==> config.mk <==
export PLATFORM = sky130hd
export DESIGN_NAME = sirq_host
export DESIGN_NICKNAME = d
export VERILOG_FILES = /design/src/rtl/sirq_pkg.sv /design/src/rtl/sirq_seq.sv /design/src/rtl/sirq_capture.sv /design/src/rtl/sirq_host.sv
export SDC_FILE = /design/constraint.sdc
export NUM_CORES = 1
export LEC_CHECK = 0
export ABC_AREA = 1
export ABC_CLOCK_PERIOD_IN_PS = 2700
export BUFFER_PORTS_ARGS = -buffer_cell sky130_fd_sc_hd__buf_2
export CAP_MARGIN = 20
export CORE_AREA = 2 2 76 78
export CTS_CLUSTER_DIAMETER = 40
export CTS_CLUSTER_SIZE = 10
export DETAILED_ROUTE_END_ITERATION = 12
export DIE_AREA = 0 0 78 80
export GPL_TIMING_DRIVEN = 0
export PLACE_DENSITY_LB_ADDON = 0.08
export SETUP_SLACK_MARGIN = 0.1
export SLEW_MARGIN = 20
export SYNTH_ARGS = -nofsm -noshare
export SYNTH_HDL_FRONTEND = slang
export SYNTH_SLANG_ARGS = --single-unit
==> constraint.sdc <==
create_clock -name clk_i -period 2.7 [get_ports clk_i]
set_input_delay 0.54 -clock clk_i [delete_from_list [all_inputs] [get_ports clk_i]]
set_output_delay 0.54 -clock clk_i [all_outputs]
set_load 0.005 [all_outputs]
==> src/rtl/sirq_pkg.sv <==
package sirq_pkg;
  localparam int NUM_SRC   = 17;
  localparam int START_LEN = 6;
  localparam int START_LOW = 4;
  localparam int SLOT_LEN  = 3;

  typedef enum logic [2:0] {
    ST_IDLE,
    ST_START,
    ST_SRC,
    ST_STOP_IDLE,
    ST_STOP_LOW
  } sirq_st_e;
endpackage

==> src/rtl/sirq_seq.sv <==
module sirq_seq
  import sirq_pkg::*;
#(
  parameter int PERIOD_W    = 8,
  parameter int STOP_IDLE_W = 3,
  localparam int CNT_W      = (STOP_IDLE_W > 3) ? STOP_IDLE_W : 3,
  localparam int FRM_W      = $clog2(NUM_SRC)
) (
  input  logic                   clk_i,
  input  logic                   rst_ni,
  input  logic                   sirq_i,
  input  logic                   quiet_req_i,
  input  logic [PERIOD_W-1:0]    period_i,
  input  logic [STOP_IDLE_W-1:0] stop_idle_i,
  output logic                   drive_o,
  output logic                   sample_o,
  output logic [FRM_W-1:0]       slot_o,
  output logic                   stop_done_o,
  output logic                   quiet_mode_o,
  output sirq_st_e               st_o
);
  sirq_st_e            st_q;
  logic [CNT_W-1:0]    cnt_q;
  logic [FRM_W-1:0]    frm_q;
  logic [PERIOD_W-1:0] idle_q;
  logic                quiet_q, stop_quiet_q;
  logic [CNT_W-1:0]    idle_last, low_last;

  assign idle_last = (stop_idle_i == '0) ? '0 : CNT_W'(stop_idle_i) - CNT_W'(1);
  assign low_last  = stop_quiet_q ? CNT_W'(1) : CNT_W'(2);

  always_ff @(posedge clk_i or negedge rst_ni) begin
    if (!rst_ni) begin
      st_q         <= ST_IDLE;
      cnt_q        <= '0;
      frm_q        <= '0;
      idle_q       <= '0;
      quiet_q      <= 1'b0;
      stop_quiet_q <= 1'b0;
    end else begin
      case (st_q)
        ST_IDLE: begin
          if (quiet_q) begin
            // slave pulled state 0 low; continue at state 1
            if (!sirq_i) begin
              st_q  <= ST_START;
              cnt_q <= CNT_W'(1);
            end
          end else if (idle_q >= period_i) begin
            st_q   <= ST_START;
            cnt_q  <= '0;
            idle_q <= '0;
          end else begin
            idle_q <= idle_q + PERIOD_W'(1);
          end
        end
        ST_START: begin
          if (cnt_q == CNT_W'(START_LEN - 1)) begin
            st_q  <= ST_SRC;
            cnt_q <= '0;
            frm_q <= '0;
          end else begin
            cnt_q <= cnt_q + CNT_W'(1);
          end
        end
        ST_SRC: begin
          if (cnt_q == CNT_W'(SLOT_LEN - 1)) begin
            cnt_q <= '0;
            if (frm_q == FRM_W'(NUM_SRC - 1)) st_q <= ST_STOP_IDLE;
            else frm_q <= frm_q + FRM_W'(1);
          end else begin
            cnt_q <= cnt_q + CNT_W'(1);
          end
        end
        ST_STOP_IDLE: begin
          if (cnt_q >= idle_last) begin
            st_q         <= ST_STOP_LOW;
            cnt_q        <= '0;
            stop_quiet_q <= quiet_req_i;
          end else begin
            cnt_q <= cnt_q + CNT_W'(1);
          end
        end
        ST_STOP_LOW: begin
          if (cnt_q == low_last) begin
            st_q    <= ST_IDLE;
            cnt_q   <= '0;
            idle_q  <= '0;
            quiet_q <= stop_quiet_q;
          end else begin
            cnt_q <= cnt_q + CNT_W'(1);
          end
        end
        default: st_q <= ST_IDLE;
      endcase
    end
  end

  assign drive_o      = ((st_q == ST_START) && (cnt_q <= CNT_W'(START_LOW - 1))) ||
                        (st_q == ST_STOP_LOW);
  assign sample_o     = (st_q == ST_SRC) && (cnt_q == '0);
  assign slot_o       = frm_q;
  assign stop_done_o  = (st_q == ST_STOP_LOW) && (cnt_q == low_last);
  assign quiet_mode_o = quiet_q;
  assign st_o         = st_q;
endmodule

==> src/rtl/sirq_capture.sv <==
module sirq_capture
  import sirq_pkg::*;
#(
  localparam int FRM_W = $clog2(NUM_SRC)
) (
  input  logic               clk_i,
  input  logic               rst_ni,
  input  logic               sirq_i,
  input  logic               sample_i,
  input  logic [FRM_W-1:0]   slot_i,
  input  logic               commit_i,
  output logic [NUM_SRC-1:0] status_o
);
  logic [NUM_SRC-1:0] shadow_q, status_q;

  for (genvar k = 0; k < NUM_SRC; k++) begin : g_slot
    always_ff @(posedge clk_i or negedge rst_ni) begin
      if (!rst_ni) shadow_q[k] <= 1'b0;
      else if (sample_i && (slot_i == FRM_W'(k))) shadow_q[k] <= ~sirq_i;
    end
  end

  always_ff @(posedge clk_i or negedge rst_ni) begin
    if (!rst_ni) status_q <= '0;
    else if (commit_i) status_q <= shadow_q;
  end

  assign status_o = status_q;
endmodule

==> src/rtl/sirq_host.sv <==
module sirq_host
  import sirq_pkg::*;
#(
  parameter int PERIOD_W    = 8,
  parameter int STOP_IDLE_W = 3
) (
  input  logic                   clk_i,
  input  logic                   rst_ni,
  input  logic                   sirq_i,
  output logic                   sirq_oe_o,
  input  logic                   quiet_req_i,
  input  logic [PERIOD_W-1:0]    period_i,
  input  logic [STOP_IDLE_W-1:0] stop_idle_i,
  output logic [NUM_SRC-1:0]     irq_status_o,
  output logic                   quiet_mode_o
);
  localparam int FRM_W = $clog2(NUM_SRC);

  logic             sample;
  logic [FRM_W-1:0] slot;
  logic             stop_done;
  sirq_st_e         st;

  sirq_seq #(.PERIOD_W(PERIOD_W), .STOP_IDLE_W(STOP_IDLE_W)) u_seq (
    .clk_i        (clk_i),
    .rst_ni       (rst_ni),
    .sirq_i       (sirq_i),
    .quiet_req_i  (quiet_req_i),
    .period_i     (period_i),
    .stop_idle_i  (stop_idle_i),
    .drive_o      (sirq_oe_o),
    .sample_o     (sample),
    .slot_o       (slot),
    .stop_done_o  (stop_done),
    .quiet_mode_o (quiet_mode_o),
    .st_o         (st)
  );

  sirq_capture u_cap (
    .clk_i    (clk_i),
    .rst_ni   (rst_ni),
    .sirq_i   (sirq_i),
    .sample_i (sample),
    .slot_i   (slot),
    .commit_i (stop_done),
    .status_o (irq_status_o)
  );
endmodule

==> flow_summary.json <==
{
  "initial_core_util_pct": 57.82,
  "arrival_ps": 1590,
  "io-pin-count": 34,
  "die_y_um": 80,
  "wirelength_mm": 5.785,
  "gp_congestion": 0.9105,
  "power.total_mw": 2.932,
  "track_usage_pct": 20.50,
  "numPlacedInstances": 464,
  "slew_viol_final": 0,
  "post_drt_via_cell_ratio": 5.123,
  "final_nets": 438,
  "fin_crit_ps": 2129,
  "num_rows": 27,
  "synth_edf_count": 0,
  "cts.reportedPaths.clkPinSlew_ps": 100,
  "rsz0062_at_grt": "no",
  "clock_latency_ps": 310,
  "fin_setup_tns_ps": 0,
  "port_buffers": 32,
  "rr_endpoint": "u_seq.idle_q[4]",
  "first_pass_iters": 4,
  "syn_area_mm2": 0.003125,
  "min_path_type": "in2async",
  "synth.area.top_cells": "dfrtp_1 44%, ha_1 9.6%, nand2_1 7.7%, inv_1 5.9%, a21oi_1 4.0%",
  "maxCapViolations": 0,
  "vias": 2418,
  "synth_top_area_share_pct": 44.04,
  "synthFlopType": "dfrtp_1",
  "worstSetupPathType": "reg2out",
  "ctsResizeCount": 0,
  "setup_violations": 0,
  "drive_gt1_share_pct": 18.00,
  "synth.most_common_cell": "nand2_1",
  "synth-seq-area-share_pct": 44.04,
  "timing.rr.start": "u_seq.idle_q[5]",
  "reg2reg_depth": 8,
  "maxSlewHeadroom_pct": 53.93,
  "ys_async_sr_fraction_pct": 100.0,
  "max-vdd-ir-drop_mv": 0.4950,
  "grt_pass1_vias": 2312,
  "core-area_mm2": 0.005405,
  "htree_num_levels": 2,
  "yosysTopAreaCell": "dfrtp_1",
  "fin_worst_skew_ps": 6.345,
  "fmax_mhz": 469.8,
  "postCtsHoldBufs": 0,
  "required_ps": 2160,
  "crit_path_end_kind": "output port",
  "drc": 0,
  "dp_hpwl_mm": 4.357,
  "antenna_found_initial": 0,
  "r2r_slack_ps": 890,
  "crit_path_max_incr_delay_ps": 500,
  "crit_path_start_kind": "register",
  "synth_warnings": 0,
  "path_max_fanout": 8,
  "synth_area_per_cell_um2": 8.682,
  "die_area_mm2": 0.006240,
  "cts_setup_buffers": 0,
  "worstPathCellList": "ha_1, ha_1, o21ai_0, nand2_1, buf_2",
  "synth_common_cells": "64 x nand2_1, 55 x dfrtp_1, 49 x inv_1",
  "p_leak_nw": 1.742,
  "critPathMostFrequentCell": "ha_1",
  "slowest_stage": "dfrtp_1",
  "postRouteAntennaNets": 0,
  "synth.distinct_cells": 29,
  "syn_inst": 360,
  "dieWidth_um": 78,
  "p_per_area_mw_per_mm2": 844.9,
  "grt_overflow_total": 0,
  "cts.path.max_buffers": 2,
  "grt_max_degree": 56,
  "cts-root-buf": "clkbuf_8",
  "syn_nets": 399,
  "synthToLayoutAreaGrowth_pct": 11.01,
  "drt_iter0_drc": 114,
  "grt_pass1_wl_mm": 10.27,
  "numClockSinks": 55,
  "hold_violations": 0,
  "worstMarginPinSlew_ps": 691.1,
  "synth.ff_latch_count": 55,
  "cts_tree": "built",
  "period_share_pct": 78.84,
  "numCtsBuffers": 5,
  "fin_cells": 472,
  "final.fill_count": 487,
  "wl_per_cell_um": 12.26,
  "num_antenna_cells": 0,
  "status": "finished, final reports clean"
}
## worst max path at each step
stage / depth (start not counted) / slack (ps) / start / endpoint
finish: 5 / 570 / u_seq.cnt_q[0] / sirq_oe_o
global route: 5 / 470 / u_seq.cnt_q[0] / sirq_oe_o
CTS: 5 / 560 / u_seq.cnt_q[0] / sirq_oe_o
detailed placement: 14 / 460 / stop_idle_i[1] / u_seq.st_o[0]
global placement: 14 / 530 / stop_idle_i[1] / u_seq.st_o[1]
floorplan: 13 / 790 / stop_idle_i[1] / u_seq.st_o[0]
## worst max-delay path: cells and delay by family, from the launching register on
family	cells	cell delay, ps
adder cells (fa/ha/maj)	2	420
AND/OR/NAND/NOR	1	80
AO/OA/AOI/OAI	1	160
flip-flops	1	500
buffers and inverters	1	130
## sequential cells by signal (all words and copies together) (netlist names)
signal              count
u_seq.quiet_mode_o      1
u_cap.status_o         17
u_seq.st_o              3
u_seq.cnt_q             3
u_seq.idle_q            8
u_seq.slot_o            5
u_cap.shadow_q         17
u_seq.stop_quiet_q      1
## layout make-up
class	instances	area, µm²	area share, %
multi-input combinational	242	1504	43.35
sequential	55	1376	39.67
inverter	58	217.7	6.275
timing repair buffer	32	162.7	4.688
tap	72	90.09	2.596
clock buffer	5	68.82	1.983
buffer	5	27.53	0.7934
clock inverter	3	22.52	0.6491
## per-layer routing
metal | global-route usage [%] | share of wire (%) | up-vias
li1 | - | - | 1250
met1 | 27.45 | 48 | 1128
met2 | 34.48 | 48 | 35
met3 | 4.186 | 3.0 | 5
met4 | 4.737 | 0.73 | 0
met5 | 0 | 0 | -
## stage by stage
stage / hold slack [ps] / area [µm²] / worst slack [ps] / utilization [%]
floorplan: 244.4 / 3126 / 793.5 / -
global placement: 466.3 / 3376 / 525.9 / 62.45
detailed placement: 467.4 / 3378 / 460.7 / 62.50
CTS: 289.5 / 3470 / 562.0 / 64.19
global route: 311.1 / 3470 / 465.3 / 64.19
finish: 258.7 / 3470 / 571.2 / 64.19
## kinds of logic after synthesis
kind of cell             synth area share, %
AO/OA/AOI/OAI                          9.808
XOR/XNOR                              0.5606
adder cells (fa/ha/maj)                9.608
buffers and inverters                  7.846
flip-flops                             44.04
multiplexers                           5.845
AND/OR/NAND/NOR                        22.30
## report_power, final
part	total [mW]	internal (mW)	switching [mW]
combinational	1.29	0.469	0.818
clock	0.465	0.187	0.279
sequential	1.18	1.01	0.173
total	2.93	1.66	1.27
## layout by cell type, fill, tap and decap left out, types with 2 or more instances in the layout
cell	synthesis	layout
xor2_1	2	2
nand4_1	3	3
o21ai_0	19	19
ha_1	24	24
nand3_1	19	19
nor2_1	28	28
o21ai_1	2	2
inv_2	9	9
nor2_4	9	9
nand2_2	4	4
a21oi_1	25	25
nand2_4	4	4
inv_1	49	49
clkbuf_8	0	5
clkbuf_1	2	2
a31oi_1	10	10
nor3_1	4	4
buf_2	1	32
mux2_1	10	10
nand2_1	64	64
nor2_2	2	2
nor3_2	2	2
dfrtp_1	55	55
mux2i_1	7	7
Note: power is estimated with default switching activity, not from simulation.
